`src/rtl/staticBpPkg.sv`:
```
package staticBpPkg;

  typedef enum logic [1:0] {
    FORM_REL  = 2'd0,
    FORM_ABS  = 2'd1,
    FORM_REG  = 2'd2,
    FORM_RSVD = 2'd3
  } brForm_e;

  typedef struct packed {
    logic capture;
    logic clear;
  } bpStrobe_t;

endpackage

```
`src/rtl/bpControl.sv`:
```
module bpControl
  import staticBpPkg::*;
(
  input  logic      clk,
  input  logic      rstN,
  input  logic      validIn,
  input  logic      flushIn,
  output bpStrobe_t strobe,
  output logic      validQ
);

  always_comb begin
    strobe.clear   = flushIn;
    strobe.capture = validIn && !flushIn;
  end

  always_ff @(posedge clk) begin
    if (!rstN)             validQ <= 1'b0;
    else if (strobe.clear) validQ <= 1'b0;
    else                   validQ <= strobe.capture;
  end

  assert_valid_follow_R8: assert property (@(posedge clk) disable iff (!rstN)
    (validIn && !flushIn) |=> validQ);

  assert_idle_invalid_R9: assert property (@(posedge clk) disable iff (!rstN)
    !validIn |=> !validQ);

  assert_flush_invalid_R10: assert property (@(posedge clk) disable iff (!rstN)
    flushIn |=> !validQ);

endmodule

```
`src/rtl/bpDatapath.sv`:
```
module bpDatapath
  import staticBpPkg::*;
#(
  parameter int OPT_W       = 5,
  parameter int HINT_BIT    = 4,
  parameter int CONDIGN_BIT = 0,
  parameter int CTRIGN_BIT  = 1,
  parameter bit REG_DEFAULT = 1'b0
)(
  input  logic             clk,
  input  logic             rstN,
  input  bpStrobe_t        strobe,
  input  logic [1:0]       formIn,
  input  logic             signIn,
  input  logic [OPT_W-1:0] optIn,
  output logic             predQ,
  output logic             revQ
);

  brForm_e form;
  logic    condIgnored;
  logic    ctrIgnored;
  logic    isAlways;
  logic    hintAllowed;
  logic    defaultTaken;
  logic    doReverse;
  logic    predNext;

  assign form        = brForm_e'(formIn);
  assign condIgnored = optIn[CONDIGN_BIT];
  assign ctrIgnored  = optIn[CTRIGN_BIT];
  assign isAlways    = condIgnored && ctrIgnored;
  // The hint position only carries a hint while the condition is tested.
  assign hintAllowed = !condIgnored;

  always_comb begin
    unique case (form)
      FORM_REL, FORM_ABS: defaultTaken = signIn;
      default:            defaultTaken = REG_DEFAULT;
    endcase
  end

  assign doReverse = hintAllowed && optIn[HINT_BIT];
  assign predNext  = isAlways ? 1'b1 : (defaultTaken ^ doReverse);

  always_ff @(posedge clk) begin
    if (!rstN || strobe.clear) begin
      predQ <= 1'b0;
      revQ  <= 1'b0;
    end else if (strobe.capture) begin
      predQ <= predNext;
      revQ  <= doReverse;
    end
  end

  assert_always_taken_R6: assert property (@(posedge clk) disable iff (!rstN)
    (strobe.capture && optIn[CONDIGN_BIT] && optIn[CTRIGN_BIT]) |=> (predQ && !revQ));

  assert_counter_no_rev_R7: assert property (@(posedge clk) disable iff (!rstN)
    (strobe.capture && optIn[CONDIGN_BIT]) |=> !revQ);

  assert_hold_R9: assert property (@(posedge clk) disable iff (!rstN)
    (!strobe.capture && !strobe.clear) |=> ($stable(predQ) && $stable(revQ)));

  assert_flush_clear_R10: assert property (@(posedge clk) disable iff (!rstN)
    strobe.clear |=> (!predQ && !revQ));

endmodule

```
`src/rtl/staticBranchPredictor.sv`:
```
module staticBranchPredictor
  import staticBpPkg::*;
#(
  parameter int OPT_W = 5
)(
  input  logic             clk,
  input  logic             rstN,
  input  logic             validIn,
  input  logic [1:0]       formIn,
  input  logic             signIn,
  input  logic [OPT_W-1:0] optIn,
  input  logic             flushIn,
  output logic             validOut,
  output logic             predTaken,
  output logic             predReversed
);

  bpStrobe_t strobe;

  bpControl uCtrl (
    .clk    (clk),
    .rstN   (rstN),
    .validIn(validIn),
    .flushIn(flushIn),
    .strobe (strobe),
    .validQ (validOut)
  );

  bpDatapath #(.OPT_W(OPT_W)) uData (
    .clk   (clk),
    .rstN  (rstN),
    .strobe(strobe),
    .formIn(formIn),
    .signIn(signIn),
    .optIn (optIn),
    .predQ (predTaken),
    .revQ  (predReversed)
  );

  assert_reset_clear_R1: assert property (@(posedge clk)
    !rstN |=> (!validOut && !predTaken && !predReversed));

endmodule

```
`config.mk`:
```
export PLATFORM = sky130hd
export DESIGN_NAME = staticBranchPredictor
export DESIGN_NICKNAME = d
export VERILOG_FILES = /design/src/rtl/staticBpPkg.sv /design/src/rtl/bpControl.sv /design/src/rtl/bpDatapath.sv /design/src/rtl/staticBranchPredictor.sv
export SDC_FILE = /design/constraint.sdc
export NUM_CORES = 1
export LEC_CHECK = 0
export BUFFER_PORTS_ARGS = -buffer_cell sky130_fd_sc_hd__buf_2
export CAP_MARGIN = 20
export CORE_AREA = 8 8 45 47
export CTS_CLUSTER_DIAMETER = 150
export DETAILED_ROUTE_END_ITERATION = 10
export DIE_AREA = 0 0 53 55
export MAX_ROUTING_LAYER = met4
export PLACE_DENSITY = 0.3
export SETUP_SLACK_MARGIN = 0.4
export SYNTH_ARGS = -nofsm -noshare
export SYNTH_HDL_FRONTEND = slang
export SYNTH_SLANG_ARGS = --single-unit
export TNS_END_PERCENT = 30
```
`constraint.sdc`:
```
create_clock -name clk -period 0.8 [get_ports clk]
set_input_delay 0.16 -clock clk [delete_from_list [all_inputs] [get_ports clk]]
set_output_delay 0.16 -clock clk [all_outputs]
set_load 0.03 [all_outputs]
```
Yosys cells after proc, flatten, opt, wreduce, memory -nomap -nowiden
Cells that the tools add are included.
- register bits after elaboration: 3
- logic and storage cells: 18
- bits of input ports: 12
- reductions and logical operators: 10
- mux-type cells: 2
- bitwise gates (word level): 2
- equality and inequality tests: 1
- operators by type and width (cell ; number):
    $reduce_or A2 Y1 ; 2
    $logic_and A1 B1 Y1 ; 3
    $logic_not A1 Y1 ; 3
    $eq A2 B1 Y1 const B ; 1
    $logic_not A2 Y1 ; 1
    $mux W1 ; 2
    $logic_or A1 B1 Y1 ; 1
    $not A1 Y1 ; 1
    $xor A1 B1 Y1 ; 1

Longest topological paths before layout
- word-level depth: 5
- mapped depth: 3
- mapped depth without buffers: 3

Hierarchy
Synthesis repeated with hierarchy kept, for this count alone.
- cell total of the unflattened synthesis: 16
- area, all modules: 166.4 µm²
- modules (own cells, without submodules) (module ; cells each ; sequential area each (µm²) ; times used ; area each (µm²)):
    bpDatapath ; 12 ; 40.0 ; 1 ; 123.9
    bpControl ; 4 ; 20.0 ; 1 ; 42.5

Worst setup path after synthesis
OpenSTA, ideal clock, no wires.
- path type: reg-to-reg
- start: register, netlist name uData.predQ
- end: register uData.predQ
- library setup time: 0.091 ns
- stages on the path, launching flop included: 3
- buffers on the path: 0
- required time: 0.709 ns
- path slack: -0.072 ns
- arrival time: 0.781 ns
- cells stage by stage: dfxtp_1 > o21ai_0 > a311oi_1
- RTL lines (element ; line ; source):
    end signal, assigned ; bpDatapath.sv:51 ; predQ <= predNext;
    end, declared ; bpDatapath.sv:16 ; output logic predQ,

Final worst setup path
- start: register uData.predQ
- end: output predTaken
- RTL lines (element ; line ; source):
    end, declared ; staticBranchPredictor.sv:14 ; output logic predTaken,
No word-level cell between the ends.

==> metrics.txt <==
Final WS setup -0.0541 ns; most frequent cells in the layout buf_2, buf_6, clkbuf_4; TritonRoute pass-1 iters 1; net count reported at finish 44; final wirelength ~470 um; Total Die Area ~2900 sq um; peak fanout along the critical path 2; post-CTS setup buffer count 0; P_sw between 0.0001 and 0.00015 W; initial antenna violation count 0; failing checks setup timing; critical path type reg2out; Worst Path Buf+Inv 1; synth warn 0; final cell count without fillers 47; depth of the CTS H-tree 1; CTS buffer count 3; Final min period ~0.85 ns; critical path arrival 0.69 ns; # rows 14; Clk pin slew, worst setup/hold paths roughly 0.04 ns; Post-Syn Area per Cell 10.6 sq um; first-pass GRT wire length 731 um; root buf cell clkbuf_4; Synthesized Nets 25; Final period util 107%; Critical-path top delay cell dfxtp_4; number of global-route vias before repair 181; Final Hold Viols 0; Initial Util approximately a tenth; cell family with most CP delay flip-flops; diode count 0; Synth Area in Simple Gates 25.5%; GRT Util Overall 3.99%; leading cell type in the layout, fill and taps excluded buf_2; pwr dens ~1600 nW/um^2; placed instance area between 200 and 250 sq um; Post-Layout Inst Area 323 sq um; Worst Path Required 0.64 ns; vias per inst 3.43; largest family of logic cells by synthesized area simple AND/OR/NAND/NOR gates; run status finished, violations left; max-slew violation count 0; hold buffer count at cts 0; layout cells sized above 1 between 80 and 90%; worst vdd ir roughly 330 uV; register area share after synthesis a little over two fifths; Max-cap violations 0; f_max 1170 MHz; buffers added on ports 11; Slew Limit Headroom ~82%; Adder-Cell Fraction of Synth Area 0%; CTS tree done; worst path cell trace buf_6; core area 1380 sq um; Routed Antenna Nets 0; Setup TNS Final -0.119 ns; GR Overflow Total 0; Iter 0 DRT Violations 0; clock sink count 3; Syn Std Cell Area 138 sq um; Power Total 0.000524 W; Max Clock Skew 0 ns; # IOs 15; crit end category output pin; RePlAce Congestion 0.658; clock share of power about half; Chip Width ~53 um; drt drc 0; Netlist cell types 9; #FFs+latches synth 3; RSZ-0062 raised after global routing yes; HP Class in2reg; average wire per standard cell approximately 9.9 um; Worst-Skew Late Latency between 0.2 and 0.25 ns; Reg power frac a little under a third; final setup violation count 3; Comb pwr share between 10% and 20%; mux share of post-synthesis cell area under 10%; Switching Share 23.3%; crit path launch type register; Longest Clk Path Bufs 2; DP Worst Slack -0.0955 ns; max incr delay on CP about 0.33 ns; die height between 50 and 60 um; largest net degree at the start of global routing 5; post-synthesis xor/xnor area fraction 0%; Internal Power between 0.0004 and 0.0005 W; # placed instances 43; worst slew pin tran roughly 0.27 ns; Synth Area in Compound Gates between 20% and 30%; Vias 161; leak pwr roughly 0.15 nW; cell count after synthesis 13; Area Overhead vs Synth 135%
cell families (layout without fill, tap and decap cells):
group	count (synthesis)	count (layout)
flip-flops	3	3
multiplexers	1	1
AND/OR/NAND/NOR	5	5
buffers and inverters	1	19
AO/OA/AOI/OAI	3	3
metrics by stage:
stage                     util (%)  hold WS (ns)
after floorplan                  -         0.258
after global placement        17.3         0.454
after detailed placement      17.3         0.452
after CTS                     22.1         0.206
after global routing          23.3         0.229
final                         23.3         0.228
layer usage:
layer | vias up | part of all wire, % | GRT usage, %
met2 | 12 | 36 | 4.30
li1 | 83 | - | -
met3 | 0 | 17 | 3.21
met4 | 0 | 0 | 5.17
met1 | 66 | 47 | 3.79
met5 | - | 0 | -
worst paths after layout:
check | from | end | slack [ns] | cells after the start
max | uData.predQ | predTaken | -0.05 | 1
min | flushIn | uData.predQ | 0.23 | 4
max reg2reg | uData.predQ | uData.predQ | 0.09 | 2
min reg2reg | uData.revQ | uData.revQ | 0.53 | 2
area by class of cell:
cell class	instances	area, sq um
repair buffers	14	106
fillers	156	1060
inverters	1	3.75
flip-flops and latches	3	66.3
clock buffers	4	26.3
well taps	16	20.0
multi-input cells	9	100
flip-flops by register name (all words and copies together) (netlist names):
register	flops
uCtrl.validQ	1
uData.predQ	1
uData.revQ	1
power groups by stage:
stage | clock, W | sequential, W | combinational, W
floorplan | 0 | 0.000170 | 0.0000224
global route | 0.000298 | 0.000158 | 0.000110
global placement | 0 | 0.000158 | 0.0000760
CTS | 0.000281 | 0.000158 | 0.0000941
detailed placement | 0 | 0.000158 | 0.0000767
finish | 0.000262 | 0.000158 | 0.000104
cell usage after synthesis:
library cell  n  area, sq um
mux2i_1       1         10.0
a2111oi_2     1         15.0
o21ai_0       1         5.00
inv_2         1         3.75
dfxtp_1       3         60.1
and2_2        1         7.51
nor2b_1       3         18.8
nor2b_2       1         8.76
a311oi_1      1         8.76
timing repair:
action,4_1_cts,5_1_grt
gates resized for setup,13,2
setup endpoints to repair,6,6
gates cloned,0,0
pin swaps,2,1
Power figures use the tool's default switching activity.
